===== config.mk =====
export PLATFORM = sky130hd
export DESIGN_NAME = spi_ef_top
export DESIGN_NICKNAME = d
export VERILOG_FILES = /design/src/rtl/spi_ef_pkg.sv /design/src/rtl/spi_ef_sync.sv /design/src/rtl/spi_ef_master.sv /design/src/rtl/spi_ef_slave.sv /design/src/rtl/spi_ef_regs.sv /design/src/rtl/spi_ef_top.sv
export SDC_FILE = /design/constraint.sdc
export NUM_CORES = 1
export LEC_CHECK = 0
export BUFFER_PORTS_ARGS = -buffer_cell sky130_fd_sc_hd__buf_2
export CAP_MARGIN = 20
export CELL_PAD_IN_SITES_DETAIL_PLACEMENT = 2
export CELL_PAD_IN_SITES_GLOBAL_PLACEMENT = 2
export CORE_MARGIN = 4
export CORE_UTILIZATION = 42
export CTS_CLUSTER_DIAMETER = 30
export DETAILED_ROUTE_END_ITERATION = 16
export PLACE_DENSITY = 0.92
export RECOVER_POWER = 25
export SKIP_CTS_REPAIR_TIMING = 1
export SLEW_MARGIN = 10
export SYNTH_ARGS = -nofsm -noshare
export SYNTH_HDL_FRONTEND = slang
export SYNTH_SLANG_ARGS = --single-unit

===== constraint.sdc =====
create_clock -name clk -period 5.55 [get_ports clk]
set_clock_uncertainty 0.15 [all_clocks]
set_input_delay 0.2775 -clock clk [delete_from_list [all_inputs] [get_ports clk]]
set_output_delay 0.2775 -clock clk [all_outputs]
set_load 0.1 [all_outputs]

===== src/rtl/spi_ef_pkg.sv =====
package spi_ef_pkg;
   localparam logic [1:0] SEL_DATA = 2'd0;
   localparam logic [1:0] SEL_MODE = 2'd1;
   localparam logic [1:0] SEL_STAT = 2'd2;

   typedef struct packed {
      logic [1:0] spare;
      logic [2:0] len;
      logic       irq_en;
      logic       master;
      logic       en;
   } mode_t;
endpackage


===== src/rtl/spi_ef_sync.sv =====
module spi_ef_sync #(
   parameter int          W      = 3,
   parameter int          STAGES = 2,
   parameter logic [W-1:0] RSTV  = '0
) (
   input  logic         clk,
   input  logic         rst_n,
   input  logic [W-1:0] d,
   output logic [W-1:0] q
);
   logic [W-1:0] st [STAGES];

   initial assert (STAGES >= 2) else $error("spi_ef_sync: STAGES below 2");

   always_ff @(posedge clk or negedge rst_n)
      if (!rst_n) st[0] <= RSTV;
      else        st[0] <= d;

   for (genvar s = 1; s < STAGES; s++) begin : g_stage
      always_ff @(posedge clk or negedge rst_n)
         if (!rst_n) st[s] <= RSTV;
         else        st[s] <= st[s-1];
   end

   assign q = st[STAGES-1];
endmodule


===== src/rtl/spi_ef_master.sv =====
module spi_ef_master #(
   parameter int DW = 8,
   localparam int LW = $clog2(DW + 1)
) (
   input  logic          clk,
   input  logic          rst_n,
   input  logic          go,
   input  logic [DW-1:0] tx,
   input  logic [LW-1:0] nbits,
   input  logic          tick,
   input  logic          miso,
   input  logic          fault,
   output logic          sck,
   output logic          mosi,
   output logic          busy,
   output logic          done,
   output logic [DW-1:0] rx
);
   logic [DW-1:0] sh;
   logic [LW-1:0] cnt, nb_q;

   always_ff @(posedge clk or negedge rst_n) begin
      if (!rst_n) begin
         sh <= '0; rx <= '0; cnt <= '0; nb_q <= '0;
         busy <= 1'b0; sck <= 1'b0; done <= 1'b0;
      end else begin
         done <= 1'b0;
         if (fault) begin
            busy <= 1'b0; sck <= 1'b0; cnt <= '0;
         end else if (go) begin
            sh   <= tx << (DW - int'(nbits));
            rx   <= '0;
            cnt  <= '0;
            nb_q <= nbits;
            busy <= 1'b1;
            sck  <= 1'b0;
         end else if (busy && tick) begin
            if (!sck) begin
               sck <= 1'b1;
               rx  <= {rx[DW-2:0], miso};
               cnt <= cnt + 1'b1;
            end else begin
               sck <= 1'b0;
               if (cnt == nb_q) begin
                  busy <= 1'b0;
                  done <= 1'b1;
               end else begin
                  sh <= sh << 1;
               end
            end
         end
      end
   end

   assign mosi = sh[DW-1];


   abort_idle_chk: assert property (@(posedge clk) disable iff (!rst_n)
      fault |=> (!busy && !sck));

   bit_count_chk: assert property (@(posedge clk) disable iff (!rst_n)
      busy |-> (cnt <= nb_q));

   sck_idle_chk: assert property (@(posedge clk) disable iff (!rst_n)
      !busy |-> !sck);
endmodule


===== src/rtl/spi_ef_slave.sv =====
module spi_ef_slave #(
   parameter int DW = 8
) (
   input  logic          clk,
   input  logic          rst_n,
   input  logic          sel,
   input  logic          sck_s,
   input  logic          mosi_s,
   input  logic [DW-1:0] tx,
   input  logic [$clog2(DW+1)-1:0] nbits,
   output logic          miso,
   output logic          busy,
   output logic          done,
   output logic [DW-1:0] rx
);
   logic [DW-1:0] sh;
   logic          sel_q, sck_q;

   always_ff @(posedge clk or negedge rst_n) begin
      if (!rst_n) begin
         sh <= '0; rx <= '0; sel_q <= 1'b0; sck_q <= 1'b0;
         busy <= 1'b0; done <= 1'b0;
      end else begin
         sel_q <= sel;
         sck_q <= sck_s;
         done  <= 1'b0;
         if (sel && !sel_q) begin
            sh   <= tx << (DW - int'(nbits));
            rx   <= '0;
            busy <= 1'b1;
         end else if (busy && !sel) begin
            busy <= 1'b0;
            done <= 1'b1;
         end else if (busy) begin
            if (sck_s && !sck_q)      rx <= {rx[DW-2:0], mosi_s};
            else if (!sck_s && sck_q) sh <= sh << 1;
         end
      end
   end

   assign miso = sh[DW-1];


   slave_end_chk: assert property (@(posedge clk) disable iff (!rst_n)
      (busy && !sel) |=> (done && !busy));
endmodule


===== src/rtl/spi_ef_regs.sv =====
module spi_ef_regs
   import spi_ef_pkg::*;
#(
   parameter int DW = 8
) (
   input  logic          clk,
   input  logic          rst_n,
   input  logic [1:0]    sel,
   input  logic          wr,
   input  logic [7:0]    wdata,
   output logic [7:0]    rdata,
   input  logic          busy,
   input  logic          fault,
   input  logic          mdone,
   input  logic [DW-1:0] mrx,
   input  logic          sdone,
   input  logic [DW-1:0] srx,
   output mode_t         mode,
   output logic [DW-1:0] tx_q,
   output logic          go,
   output logic          pend
);
   logic          ovr, col;
   logic [DW-1:0] rx_q;
   logic dat_wr, mod_wr, st_wr;
   wire  unused_hi = ^wdata[7:3];

   assign dat_wr = wr && (sel == SEL_DATA);
   assign mod_wr = wr && (sel == SEL_MODE);
   assign st_wr  = wr && (sel == SEL_STAT);
   assign go     = dat_wr && !busy && mode.en && mode.master && !fault;

   always_ff @(posedge clk or negedge rst_n) begin
      if (!rst_n) begin
         mode <= '0; tx_q <= '0; rx_q <= '0;
         ovr <= 1'b0; col <= 1'b0; pend <= 1'b0;
      end else begin
         if (mod_wr)            mode <= mode_t'(wdata);
         if (dat_wr && !busy)   tx_q <= wdata[DW-1:0];
         if (mdone)             rx_q <= mrx;
         else if (sdone)        rx_q <= srx;

         if (dat_wr && busy)         ovr <= 1'b1;
         else if (st_wr && wdata[0]) ovr <= 1'b0;

         if (fault)                  col <= 1'b1;
         else if (st_wr && wdata[1]) col <= 1'b0;

         if ((mdone || sdone) && mode.irq_en) pend <= 1'b1;
         else if (st_wr && wdata[2])          pend <= 1'b0;
      end
   end

   always_comb begin
      unique case (sel)
         SEL_DATA: rdata = 8'(rx_q);
         SEL_MODE: rdata = mode;
         SEL_STAT: rdata = {4'b0, busy, pend, col, ovr};
         default:  rdata = 8'h00;
      endcase
   end


   overrun_set_chk: assert property (@(posedge clk) disable iff (!rst_n)
      (dat_wr && busy) |=> ovr);

   col_clear_chk: assert property (@(posedge clk) disable iff (!rst_n)
      (st_wr && wdata[1] && !fault) |=> !col);

   pend_needs_en_chk: assert property (@(posedge clk) disable iff (!rst_n)
      $rose(pend) |-> $past(mode.irq_en));
endmodule


===== src/rtl/spi_ef_top.sv =====
module spi_ef_top
   import spi_ef_pkg::*;
#(
   parameter int DW          = 8,
   parameter int SYNC_STAGES = 2,
   localparam int LW         = $clog2(DW + 1)
) (
   input  logic       clk,
   input  logic       rst_n,
   input  logic [1:0] reg_sel,
   input  logic       reg_wr,
   input  logic [7:0] reg_wdata,
   output logic [7:0] reg_rdata,
   input  logic       baud_tick,
   output logic       sck_o,
   output logic       mosi_o,
   output logic       mosi_oe,
   input  logic       miso_i,
   input  logic       sck_i,
   input  logic       mosi_i,
   input  logic       ss_n_i,
   output logic       miso_o,
   output logic       miso_oe,
   output logic       irq
);
   initial assert (DW >= 2 && DW <= 8) else $error("spi_ef_top: DW must be 2..8");

   mode_t         mode;
   logic [DW-1:0] tx_q, mrx, srx;
   logic [LW-1:0] nbits;
   logic          go, mbusy, sbusy, mdone, sdone, fault, slv_sel;
   logic          sck_s, mosi_s, ss_n_s;

   spi_ef_sync #(.W(3), .STAGES(SYNC_STAGES), .RSTV(3'b100)) i_sync (
      .clk(clk), .rst_n(rst_n),
      .d({ss_n_i, sck_i, mosi_i}), .q({ss_n_s, sck_s, mosi_s}));

   assign nbits   = (mode.len == 3'd0 || int'(mode.len) > DW) ? LW'(DW) : LW'(mode.len);
   assign fault   = mode.en && mode.master && !ss_n_s;
   assign slv_sel = mode.en && !mode.master && !ss_n_s;

   spi_ef_regs #(.DW(DW)) i_regs (
      .clk(clk), .rst_n(rst_n), .sel(reg_sel), .wr(reg_wr), .wdata(reg_wdata),
      .rdata(reg_rdata), .busy(mbusy || sbusy), .fault(fault),
      .mdone(mdone), .mrx(mrx), .sdone(sdone), .srx(srx),
      .mode(mode), .tx_q(tx_q), .go(go), .pend(irq));

   spi_ef_master #(.DW(DW)) i_mst (
      .clk(clk), .rst_n(rst_n), .go(go), .tx(reg_wdata[DW-1:0]), .nbits(nbits),
      .tick(baud_tick), .miso(miso_i), .fault(fault), .sck(sck_o),
      .mosi(mosi_o), .busy(mbusy), .done(mdone), .rx(mrx));

   spi_ef_slave #(.DW(DW)) i_slv (
      .clk(clk), .rst_n(rst_n), .sel(slv_sel), .sck_s(sck_s), .mosi_s(mosi_s),
      .tx(tx_q), .nbits(nbits), .miso(miso_o), .busy(sbusy), .done(sdone),
      .rx(srx));

   assign mosi_oe = mode.en && mode.master && mbusy;
   assign miso_oe = slv_sel;


   fault_quiet_chk: assert property (@(posedge clk) disable iff (!rst_n)
      fault |=> (!mosi_oe && !sck_o));
endmodule


==> results by group <==
STA
  – Max-Slew Margin vs Limit: 21.2%
  – Endpoints failing setup: 0
  – Tmin final: 3750 ps
  – Worst-margin pin slew: about 1200 ps
  – Slew Viols, Final: 0
  – Final hold slack: 23.7 ps
  – Final-report hold violation count: 0
  – RSZ-0062 raised after global routing: false
  – Final worst-path setup slack: 1800 ps
  – Max Fclk: around 270 MHz
  – Setup TNS: 0 ps
  – Fin crit share: 67.6%

Pwr
  – LEAKAGE: 2.13 nW
  – VDD IR-drop max: 247 uV
  – Pwr/cell area: 468 mW/mm^2

Critical path
  – Crit path launch type: flip-flop
  – Crit-path max cell delay: 920 ps
  – CP max FO: 21
  – Worst Setup SP: i_regs.mode[3]
  – Buffers & Inverters on Critical Path: 1
  – Worst Path Required: 5670 ps
  – Crit path arrival time: 3870 ps
  – Slowest CP cell: dfrtp_1
  – Setup crit end kind: flip-flop
  – WS Path Type: flip-flop to flip-flop
  – Critical-path cell list: inv_1 -> ha_1 -> xnor2_1 -> nor2_1 -> nand2_1 -> a211oi_1 -> o32a_1
  – Reg-to-Reg Start: i_regs.mode[3]
  – CP top delay family: flip-flops

Place
  – Dpl ws: 1980 ps
  – DP HPWL: 9970 um
  – Port Buffers: 31
  – DP Area: 0.00443 mm^2
  – Final GP Congestion: 0.852

GRT
  – First-pass GRT wire length: around 23,000 um
  – Global Route Usage Sum: 26.4%
  – Initial antenna violation count: 0
  – Grt ovf: 0
  – Largest net degree at the start of global routing: 81
  – Vias in the first global route: roughly 4,000

Drt
  – ANT nets after route: 0
  – DRT Pass-1 Iters: 4
  – Vias/cell: 6.11
  – DR DRC count: 0
  – Vias after detailed routing: 3,575
  – Overall routed net length: 14,800 um
  – Drt initial violations: 178
  – DR WL/cell: between 20 and 30 um

Clocking
  – Clock net sink count: 80
  – TritonCTS buffer count: 9
  – CTS clk-pin slew, worst paths: 90 ps
  – CTS max path bufs: 2
  – Root Buffer: clkbuf_8
  – CTS tree: done
  – Clk_lat worst skew: 390 ps
  – H-tree Lvls: 3

Synthesis
  – Avg Cell Area, Syn: 10.0 um^2
  – Cell Area, Synth: 0.00419 mm^2
  – Synth cell types: 60
  – EDFF count, synth: 0
  – Post-synthesis sequential area ratio: 47.8%
  – Post-synth ARST share: 100%
  – Top cells by area, synth: dfrtp_1 47%, mux2i_1 8.1%, nand2_1 6.4%
  – Leading area contributor after synthesis: dfrtp_1
  – Synth Net Count: 439
  – Synth warn: 0
  – Synth Register Bits: 80
  – Top-area cell type share of the netlist area: 46.5%
  – Top FF cell, synth: dfrtp_1
  – Cells after Synth: 418

Finish
  – Ant. Diodes: 0
  – Post-route design area: 0.00473 mm^2
  – Final net count: approximately 470
  – Area Overhead vs Synth: 12.7%
  – Ratio of cells with drive above 1 in the final layout: between 10% and 20%
  – Post-layout util: 48.6%

Floorplan
  – Core Rows: 36
  – Starting density of the core: between 40 and 50%
  – Die area: 0.0116 mm^2
  – IO Pins: 32
  – Die extent in y: 108 um
  – CORE AREA: about 0.0097 mm^2
  – DIE WIDTH: between 100 and 150 um

Min path
  – Hold path startpoint: reg_wdata[7]
  – HP Class: primary input to flip-flop

Job
  – Max_cap viols: 0

Run status
  – Status: complete, no violations
## cell families after synthesis
family	count (synthesis)	share of synthesized area, %
xor gates and xnor gates	10	2.09
adders and majority gates	3	0.895
muxes	56	14.8
buffers and inverters	26	2.77
DFF	80	47.8
AOI/OAI and AO/OA	88	13.6
and+or+nand+nor	155	18.0
## cell type report
cell class	instances	area, um^2
fill	1038	5000
sequential	80	2000
clock inverter	6	82.6
clock buffer	10	138
tap	133	166
inverter	6	22.5
timing repair buffer	38	239
multi-input combinational	312	2070
## through the flow
step,power [mW],instances
floorplan,1.44,418
global placement,1.60,563
detailed placement,1.68,563
CTS,2.20,579
global route,2.32,585
finish,2.21,585
## report_power, final
| group | internal [mW] | switching (mW) | leakage [nW] |
|---|---|---|---|
| registers | 0.740 | 0.176 | 1.02 |
| logic | 0.252 | 0.542 | 0.999 |
| clock network | 0.263 | 0.236 | 0.112 |
| total | 1.26 | 0.954 | 2.13 |
## final timing paths
| path | to | slack, ps | depth (start not counted) |
|---|---|---|---|
| max | i_mst.sh[4] | 1800 | 7 |
| min | i_regs.tx_q[7] | 20 | 2 |
| max reg2reg | i_mst.sh[4] | 1800 | 7 |
| min reg2reg | i_sync.q[1] | 200 | 0 |
| max in group asynchronous | i_slv.sel_q | 3830 | 3 |
| min in group asynchronous | i_mst.rx[1] | 510 | 2 |
## sequential cells by signal, summed over array words and instances, names as in the netlist, 3 cells and up
register / flops
i_mst.rx: 8
i_mst.sh: 8
i_regs.mode: 8
i_regs.rx_q: 8
i_regs.tx_q: 8
i_slv.rx: 8
i_slv.sh: 8
i_mst.cnt: 4
i_mst.nb_q: 4
i_sync.q: 3
i_sync.st: 3
## layer usage
layer,vias to the layer above,track usage (%),wire length (um),part of all wire [%]
met5,-,0,0,0
met4,0,10.2,531,3.6
met3,45,7.28,817,5.5
met2,137,46.4,7670,52
met1,1847,30.6,5770,39
li1,1546,-,-,-
## cell usage after synthesis (2+ instances only)
cell and count:
mux4_2 3, or3_1 2, mux2i_1 34, nand4_1 5, xnor2_1 2, nand2b_1 6, buf_2 6, a211oi_1 2
a21o_1 3, mux2_2 19, xor2_1 8, o21ai_0 40, nor3_1 5, o211ai_1 2, o31ai_1 2, nand2_1 72
nor4_1 3, and3_1 4, inv_1 6, o21a_1 3, clkbuf_1 12, dfstp_2 2, a22o_1 9, nor2b_1 7
and2_1 2, nand3_1 12, nor2_1 25, ha_1 3, o22ai_1 2, dfrtp_1 78, a31oi_1 2, a2bb2oi_1 2
a21oi_1 8
## layout by cell type, fill, tap and decap left out, types with 6 or more instances in the layout
master,count
nand2_1,72
a22o_1,9
clkbuf_8,10
mux2_2,19
inv_1,6
a21oi_1,8
nor2b_1,7
nand3_1,12
nand2b_1,6
o21ai_0,40
nor2_1,25
xor2_1,8
dfrtp_1,78
buf_2,29
mux2i_1,34
Power figures use the tool's default switching activity.
